<file path="src/rtl/pcs_pkg.sv">
package pcs_pkg;
  localparam int unsigned CODE_W = 3;
  localparam int unsigned CNT_W  = 4;

  // Wait cycles for a 3-bit wait code: linear low half, extended upper half.
  function automatic logic [CNT_W-1:0] wait_of(input logic [CODE_W-1:0] code);
    logic [CNT_W-1:0] w;
    case (code)
      3'd4:    w = 4'd5;
      3'd5:    w = 4'd7;
      3'd6:    w = 4'd9;
      3'd7:    w = 4'd15;
      default: w = {1'b0, code};
    endcase
    return w;
  endfunction
endpackage

</file>
<file path="src/rtl/pcs_rst_sync.sv">
module pcs_rst_sync (
  input  logic clk,
  input  logic rst_n,
  output logic rst_sync_n
);
  logic meta_q;
  logic sync_q;

  always_ff @(posedge clk or negedge rst_n) begin
    if (!rst_n) begin
      meta_q <= 1'b0;
      sync_q <= 1'b0;
    end else begin
      meta_q <= 1'b1;
      sync_q <= meta_q;
    end
  end

  assign rst_sync_n = sync_q;
endmodule

</file>
<file path="src/rtl/pcs_cfg_regs.sv">
module pcs_cfg_regs #(
  parameter int unsigned BASE_W    = 12,
  parameter int unsigned NUM_SLOTS = 7,
  parameter int unsigned HOLE_SLOT = 4,
  parameter int unsigned CFG_DW    = 18,
  localparam int unsigned CW       = pcs_pkg::CODE_W
) (
  input  logic                      clk,
  input  logic                      rst_sync_n,
  input  logic                      cfg_we,
  input  logic                      cfg_addr,
  input  logic [CFG_DW-1:0]         cfg_wdata,
  output logic [BASE_W-1:0]         base_q,
  output logic                      space_io_q,
  output logic                      wide_q,
  output logic                      enabled_q,
  output logic [NUM_SLOTS*CW-1:0]   codes_q
);
  logic                    wr_main;
  logic                    wr_wait;
  logic [BASE_W-1:0]       base_d;
  logic                    space_io_d;
  logic                    wide_d;
  logic                    enabled_d;
  logic [NUM_SLOTS*CW-1:0] codes_d;
  logic [NUM_SLOTS*CW-1:0] codes_wr;

  assign wr_main = cfg_we && !cfg_addr;
  assign wr_wait = cfg_we &&  cfg_addr;

  // Packed wait fields skip the dark window, so field k maps to slot k or k+1.
  for (genvar s = 0; s < NUM_SLOTS; s++) begin : g_field
    if (s == HOLE_SLOT) begin : g_dark
      assign codes_wr[s*CW +: CW] = '0;
    end else if (s < HOLE_SLOT) begin : g_below
      assign codes_wr[s*CW +: CW] = cfg_wdata[s*CW +: CW];
    end else begin : g_above
      assign codes_wr[s*CW +: CW] = cfg_wdata[(s-1)*CW +: CW];
    end
  end

  if (CFG_DW > BASE_W + 2) begin : g_spare
    logic unused_cfg_bits;
    assign unused_cfg_bits = ^cfg_wdata[CFG_DW-1:BASE_W+2];
  end

  always_comb begin
    base_d     = base_q;
    space_io_d = space_io_q;
    wide_d     = wide_q;
    enabled_d  = enabled_q;
    codes_d    = codes_q;
    if (wr_main) begin
      base_d     = cfg_wdata[BASE_W-1:0];
      space_io_d = cfg_wdata[BASE_W];
      wide_d     = cfg_wdata[BASE_W+1];
      enabled_d  = 1'b1;
    end
    if (wr_wait) begin
      codes_d = codes_wr;
    end
  end

  always_ff @(posedge clk or negedge rst_sync_n) begin
    if (!rst_sync_n) begin
      base_q     <= '0;
      space_io_q <= 1'b0;
      wide_q     <= 1'b0;
      enabled_q  <= 1'b0;
      codes_q    <= '0;
    end else begin
      base_q     <= base_d;
      space_io_q <= space_io_d;
      wide_q     <= wide_d;
      enabled_q  <= enabled_d;
      codes_q    <= codes_d;
    end
  end
endmodule

</file>
<file path="src/rtl/pcs_addr_match.sv">
module pcs_addr_match #(
  parameter int unsigned ADDR_W    = 20,
  parameter int unsigned WIN_SHIFT = 8,
  parameter int unsigned IO_ADDR_W = 16,
  parameter int unsigned NUM_SLOTS = 7,
  parameter int unsigned HOLE_SLOT = 4,
  localparam int unsigned BASE_W   = ADDR_W - WIN_SHIFT
) (
  input  logic                 as_strobe,
  input  logic [ADDR_W-1:0]    bus_addr,
  input  logic                 bus_is_io,
  input  logic [BASE_W-1:0]    base_q,
  input  logic                 space_io_q,
  input  logic                 enabled_q,
  output logic [NUM_SLOTS-1:0] hit_vec
);
  logic [BASE_W:0]   diff;
  logic              no_borrow;
  logic              in_block;
  logic              space_ok;
  logic              io_range_ok;
  logic              qualify;
  logic              unused_addr_low;

  // Window index = page number minus base, without wrap past the top.
  assign diff      = {1'b0, bus_addr[ADDR_W-1:WIN_SHIFT]} - {1'b0, base_q};
  assign no_borrow = !diff[BASE_W];
  assign in_block  = no_borrow && (diff[BASE_W-1:0] < BASE_W'(NUM_SLOTS));

  assign space_ok    = (bus_is_io == space_io_q);
  assign io_range_ok = !space_io_q || (bus_addr[ADDR_W-1:IO_ADDR_W] == '0);
  assign qualify     = as_strobe && enabled_q && space_ok && io_range_ok && in_block;

  assign unused_addr_low = ^bus_addr[WIN_SHIFT-1:0];

  for (genvar s = 0; s < NUM_SLOTS; s++) begin : g_hit
    if (s == HOLE_SLOT) begin : g_dark
      assign hit_vec[s] = 1'b0;
    end else begin : g_live
      assign hit_vec[s] = qualify && (diff[BASE_W-1:0] == BASE_W'(s));
    end
  end
endmodule

</file>
<file path="src/rtl/pcs_wait_ctr.sv">
module pcs_wait_ctr #(
  parameter int unsigned CNT_W = 4
) (
  input  logic             clk,
  input  logic             rst_sync_n,
  input  logic             load,
  input  logic [CNT_W-1:0] load_val,
  output logic [CNT_W-1:0] cnt_q,
  output logic             rdy
);
  logic [CNT_W-1:0] cnt_d;
  logic             dec_en;

  assign dec_en = (cnt_q != '0);

  always_comb begin
    cnt_d = cnt_q;
    if (load) begin
      cnt_d = load_val;
    end else if (dec_en) begin
      cnt_d = cnt_q - 1'b1;
    end
  end

  always_ff @(posedge clk or negedge rst_sync_n) begin
    if (!rst_sync_n) begin
      cnt_q <= '0;
    end else begin
      cnt_q <= cnt_d;
    end
  end

  assign rdy = (cnt_q == '0);
endmodule

</file>
<file path="src/rtl/pcs_decode_top.sv">
module pcs_decode_top #(
  parameter int unsigned ADDR_W    = 20,
  parameter int unsigned WIN_SHIFT = 8,
  parameter int unsigned IO_ADDR_W = 16,
  parameter int unsigned NUM_SLOTS = 7,
  parameter int unsigned HOLE_SLOT = 4,
  parameter int unsigned LOW_GROUP = 4,
  localparam int unsigned BASE_W   = ADDR_W - WIN_SHIFT,
  localparam int unsigned CW       = pcs_pkg::CODE_W,
  localparam int unsigned WAIT_DW  = (NUM_SLOTS - 1) * CW,
  localparam int unsigned CFG_DW   = (WAIT_DW > BASE_W + 2) ? WAIT_DW : BASE_W + 2
) (
  input  logic                 clk,
  input  logic                 rst_n,
  input  logic                 cfg_we,
  input  logic                 cfg_addr,
  input  logic [CFG_DW-1:0]    cfg_wdata,
  input  logic                 as_strobe,
  input  logic [ADDR_W-1:0]    bus_addr,
  input  logic                 bus_is_io,
  input  logic                 cyc_done,
  output logic [NUM_SLOTS-1:0] pcs_n,
  output logic                 rdy,
  output logic                 bus_wide
);
  localparam int unsigned CNT_W = pcs_pkg::CNT_W;

  logic                    rst_sync_n;
  logic [BASE_W-1:0]       base_q;
  logic                    space_io_q;
  logic                    wide_q;
  logic                    enabled_q;
  logic [NUM_SLOTS*CW-1:0] codes_q;
  logic [NUM_SLOTS-1:0]    hit_vec;
  logic [NUM_SLOTS-1:0]    hold_q;
  logic [NUM_SLOTS-1:0]    hold_d;
  logic [CNT_W-1:0]        slot_wait [NUM_SLOTS];
  logic [CNT_W-1:0]        load_val;
  logic [CNT_W-1:0]        wait_cnt;

  pcs_rst_sync u_rst (
    .clk        (clk),
    .rst_n      (rst_n),
    .rst_sync_n (rst_sync_n)
  );

  pcs_cfg_regs #(
    .BASE_W    (BASE_W),
    .NUM_SLOTS (NUM_SLOTS),
    .HOLE_SLOT (HOLE_SLOT),
    .CFG_DW    (CFG_DW)
  ) u_cfg (
    .clk        (clk),
    .rst_sync_n (rst_sync_n),
    .cfg_we     (cfg_we),
    .cfg_addr   (cfg_addr),
    .cfg_wdata  (cfg_wdata),
    .base_q     (base_q),
    .space_io_q (space_io_q),
    .wide_q     (wide_q),
    .enabled_q  (enabled_q),
    .codes_q    (codes_q)
  );

  pcs_addr_match #(
    .ADDR_W    (ADDR_W),
    .WIN_SHIFT (WIN_SHIFT),
    .IO_ADDR_W (IO_ADDR_W),
    .NUM_SLOTS (NUM_SLOTS),
    .HOLE_SLOT (HOLE_SLOT)
  ) u_match (
    .as_strobe  (as_strobe),
    .bus_addr   (bus_addr),
    .bus_is_io  (bus_is_io),
    .base_q     (base_q),
    .space_io_q (space_io_q),
    .enabled_q  (enabled_q),
    .hit_vec    (hit_vec)
  );

  // Per-window wait cycles: full table below LOW_GROUP, two-bit code above.
  for (genvar s = 0; s < NUM_SLOTS; s++) begin : g_wait
    if (s == HOLE_SLOT) begin : g_dark
      assign slot_wait[s] = '0;
    end else if (s < LOW_GROUP) begin : g_ext
      assign slot_wait[s] = pcs_pkg::wait_of(codes_q[s*CW +: CW]);
    end else begin : g_short
      assign slot_wait[s] = pcs_pkg::wait_of({1'b0, codes_q[s*CW +: 2]});
    end
  end

  always_comb begin
    load_val = '0;
    for (int s = 0; s < NUM_SLOTS; s++) begin
      if (hit_vec[s]) load_val = load_val | slot_wait[s];
    end
  end

  always_comb begin
    hold_d = hold_q;
    if (as_strobe) begin
      hold_d = hit_vec;
    end else if (cyc_done) begin
      hold_d = '0;
    end
  end

  always_ff @(posedge clk or negedge rst_sync_n) begin
    if (!rst_sync_n) begin
      hold_q <= '0;
    end else begin
      hold_q <= hold_d;
    end
  end

  pcs_wait_ctr #(
    .CNT_W (CNT_W)
  ) u_wait (
    .clk        (clk),
    .rst_sync_n (rst_sync_n),
    .load       (as_strobe),
    .load_val   (load_val),
    .cnt_q      (wait_cnt),
    .rdy        (rdy)
  );

  assign pcs_n    = ~(as_strobe ? hit_vec : hold_q);
  assign bus_wide = wide_q;
endmodule

</file>
<file path="config.mk">
export PLATFORM = sky130hd
export DESIGN_NAME = pcs_decode_top
export DESIGN_NICKNAME = d
export VERILOG_FILES = /design/src/rtl/pcs_pkg.sv /design/src/rtl/pcs_rst_sync.sv /design/src/rtl/pcs_cfg_regs.sv /design/src/rtl/pcs_addr_match.sv /design/src/rtl/pcs_wait_ctr.sv /design/src/rtl/pcs_decode_top.sv
export SDC_FILE = /design/constraint.sdc
export NUM_CORES = 1
export LEC_CHECK = 0
export BUFFER_PORTS_ARGS = -buffer_cell sky130_fd_sc_hd__buf_4
export CORE_UTILIZATION = 40
export DETAILED_ROUTE_END_ITERATION = 8
export SLEW_MARGIN = 30
export SYNTH_ARGS = -nofsm -noshare
export SYNTH_HDL_FRONTEND = slang
export SYNTH_SLANG_ARGS = --single-unit
</file>
<file path="constraint.sdc">
create_clock -name clk -period 2.6 [get_ports clk]
set_clock_uncertainty 0.1 [all_clocks]
set_input_delay 0 -clock clk [delete_from_list [all_inputs] [get_ports clk]]
set_output_delay 0 -clock clk [all_outputs]
set_load 0.005 [all_outputs]
</file>
==> flow_summary_export.csv <==
group,metric,value,unit
yosys,yosys.cell_count.top_type,"dfrtp_1",
cts,clk_path_buf_depth,2,
cts,clockRootBuffer,"clkbuf_8",
detailed_routing,ant_nets,0,
timing,rsz0062_at_grt,"yes",
min_path,whs_endpoint,"u_cfg.base_q[3]",
pwr,static-leakage-power,1.664,nW
min_path,hold_depth,4,
timing,hold_viol_final,0,
yosys,seq_area_frac_synth,0.3876,
yosys,synth-seq-cells,43,
cts,tritoncts,"built",
outcome,outcome,"complete, but fails checks",
pwr,peakVddDrop,0.3959,mV
layout,n_fill_cell,607,
detailed_routing,viasPerCell,5.387,
yosys,synth_cell_types,50,
job,drv_cap,0,
worst_setup_path,r2r-end,"u_wait.cnt_q[0]",
pwr,seq_power_share,0.354,
global_routing,antenna_found_initial,0,
yosys,synth_edf_count,0,
floorplan,die-area,7278,um2
global_routing,track_usage,0.2058,
detailed_routing,vias,2435,
layout,drive_above_1_share,0.3147,
detailed_routing,drtPass1Iterations,4,
yosys,synth_area_leaders,"dfrtp_1 (39%), mux2_2 (8.1%), ha_1 (5.9%)",
worst_setup_path,r2r_cells,9,
detailed_routing,wl_per_cell,15.28,um
yosys,synth_common_cells,"dfrtp_1 (43), o21ai_0 (31), inv_1 (24), mux2_2 (20), nand2_1 (17)",
floorplan,rows,29,
yosys,postSynth.asyncResetShare,1.000,
floorplan,initial_utilization,0.4251,
timing,setup_viol,8,
global_routing,grt_max_degree,42,
global_routing,grt_pass1_wl,11670,um
yosys,yosysTopAreaCell,"dfrtp_1",
global_routing,grt_pass1_vias,2441,
cts,cts_htree_levels,2,
pwr,pwr-share-comb,0.422,
placed_design,port_buffers,42,
yosys,yosysWarnings,0,
floorplan,die_y,85.31,um
timing,finalCriticalPeriod,2.807,ns
timing,layout_setup_ws,-0.2069,ns
worst_setup_path,crit_path_end_kind,"output pin",
yosys,avgSynthCellArea,9.476,um2
placed_design,dp.cells,417,
floorplan,core,6531,um2
pwr,power.share.switching,0.3488,
detailed_routing,wl,6905,um
worst_setup_path,timing.rr.start,"u_cfg.base_q[0]",
layout,fin_cells,452,
detailed_routing,drt_iter0_markers,151,
worst_setup_path,start_kind,"flop",
pwr,p_switching,813.8,uW
layout,area_growth,34.97,%
pwr,p_per_area,622.6,nW/um2
timing,drv_slew,0,
cts,clkTransAtPathRegs,0.08,ns
placed_design,dpl_cell_area,3256,um2
worst_setup_path,required,2.50,ns
min_path,hold_class,"input pin to flop",
outcome,violations,"setup timing",
timing,tightest_slew,0.6780,ns
pwr,power,2.333,mW
pwr,p_int,1.519,mW
timing,slew_headroom,0.5469,
cts,clock_latency,0.30,ns
placed_design,place.gp.congestion,0.8507,
yosys,synthCells,293,
layout,layout.nets,434,
timing,hold_ws,0.1177,ns
floorplan,dieWidth,85.31,um
worst_setup_path,worstPathMaxFanout,4,
cts,numClockSinks,43,
timing,post-route-period-util,1.080,
cts,numCtsBuffers,5,
timing,fmax,0.3563,GHz
yosys,synth_area,2776,um2
min_path,hold_path.startpoint,"cfg_addr",
global_routing,overflow,0,
worst_setup_path,worstPathArrival,2.71,ns
worst_setup_path,crit_type,"flop to output pin",
floorplan,ios,54,
worst_setup_path,reg2reg_slack,-0.02,ns
yosys,yosys.area.top_type_share,0.3876,
layout,antenna_cells,0,
detailed_routing,drc,0,
pwr,clock_power_share,0.224,
yosys,synth_top_flop_cell,"dfrtp_1",
layout,stdcell_area,3747,um2
placed_design,hpwl,5013,um
[power by group through the flow]
stage          sequential, mW  clock (mW)  combinational (mW)
2_1_floorplan           0.829           0               0.595
3_5_place_dp            0.839           0               0.869
4_1_cts                 0.825       0.531               0.929
3_3_place_gp            0.835           0               0.859
5_1_grt                 0.841       0.561                1.09
6_report                0.825       0.523               0.984
[layer usage]
layer  up-vias  GRT usage  share of wire
met5         -          0              0
met2        43     0.3284           0.46
li1       1225          -              -
met3         6    0.03502          0.025
met1      1161     0.2911           0.50
met4         0    0.05303         0.0098
[worst max path at each step]
stage	from	endpoint	slack (ns)	cells past startpoint
floorplan	u_cfg.base_q[0]	u_wait.cnt_q[0]	0.007	8
global placement	u_cfg.base_q[0]	pcs_n[1]	-0.009	9
detailed placement	u_cfg.base_q[0]	hold_q[5]	-0.08	8
CTS	u_cfg.base_q[0]	pcs_n[1]	-0.20	9
global route	u_cfg.base_q[0]	pcs_n[2]	-0.30	9
finish	u_cfg.base_q[0]	pcs_n[5]	-0.21	9
[kinds of logic (layout without fill, tap and decap cells)]
family                   count (synthesis)  after routing  share of synthesized area
AO/OA/AOI/OAI                           81             82                     0.2001
XOR/XNOR                                 4              4                    0.01533
adder cells (fa/ha/maj)                 14             14                    0.06580
buffers and inverters                   34            114                    0.04732
flip-flops                              43             43                     0.3876
multiplexers                            25             25                     0.1037
other                                    1              2                   0.001351
AND/OR/NAND/NOR                         91             91                     0.1789
[state kept, by name, summed over array words and instances (netlist names)]
| register | flops |
|---|---|
| hold_q | 6 |
| u_cfg.base_q | 12 |
| u_cfg.codes_q | 16 |
| u_cfg.enabled_q | 1 |
| u_cfg.space_io_q | 1 |
| u_cfg.wide_q | 1 |
| u_rst.meta_q | 1 |
| u_rst.rst_sync_n | 1 |
| u_wait.cnt_q | 4 |
[cell type report]
type | instances | area (um2) | share of cell area
Clock buffer | 5 | 68.82 | 0.01836
Inverter | 24 | 90.09 | 0.02404
Multi-Input combinational cell | 218 | 1690 | 0.4511
Tap cell | 77 | 96.34 | 0.02571
Sequential cell | 43 | 1076 | 0.2871
Timing Repair Buffer | 83 | 688.2 | 0.1836
Clock inverter | 2 | 37.54 | 0.01002
[critical path, stage by stage (launching register included)]
cell and delay [ns]:
dfrtp_1 0.39, ha_2 0.19, fa_2 0.53, or2_4 0.13, o221ai_2 0.09, nor4_2 0.25, and4b_2 0.32, o2111a_4 0.28
a31oi_4 0.10, buf_6 0.13
[repair_timing]
action                                  4_1_cts  5_1_grt
hold buffers                                 20        0
endpoints found under the hold margin        40        0
endpoints found under the setup margin       16       15
cloned                                        1        0
resized for setup                             8       21
buffers inserted                              3        5
pin swaps                                     8        5
[cell usage in the layout, fill, tap and decap left out, types with 2 or more instances in the layout]
cell           instances
dfrtp_1               43
buf_4                 59
o211ai_1               4
nor2_1                14
a211oi_1               3
a31o_4                 2
mux2i_1                4
inv_1                 24
o21ai_1                6
o21bai_1               2
xnor2_1                3
a31oi_1                3
dlygate4sd3_1         20
nor2b_1                8
nand2_1               17
or2_2                  4
a31oi_4                3
a21oi_2                3
and3_1                 4
a41o_1                 2
nand3b_1               6
a21oi_1               10
buf_6                  4
nand2b_1              15
o21ai_0               25
mux2_2                20
or3_1                  3
clkbuf_8               5
o221ai_1               2
nor3_1                 2
nand3_1                9
ha_1                  12
o21a_1                 4
conb_1                 2
[stage by stage]
| stage | TNS [ns] | setup WS, ns | utilization |
|---|---|---|---|
| after floorplan | 0 | 0.006639 | - |
| after global routing | -2.151 | -0.3035 | 0.5738 |
| after detailed placement | -0.6865 | -0.08375 | 0.4985 |
| after global placement | -0.02351 | -0.008856 | 0.4985 |
| after CTS | -1.151 | -0.2002 | 0.5552 |
| final | -1.191 | -0.2069 | 0.5738 |
Note: power is estimated with default switching activity, not from simulation.
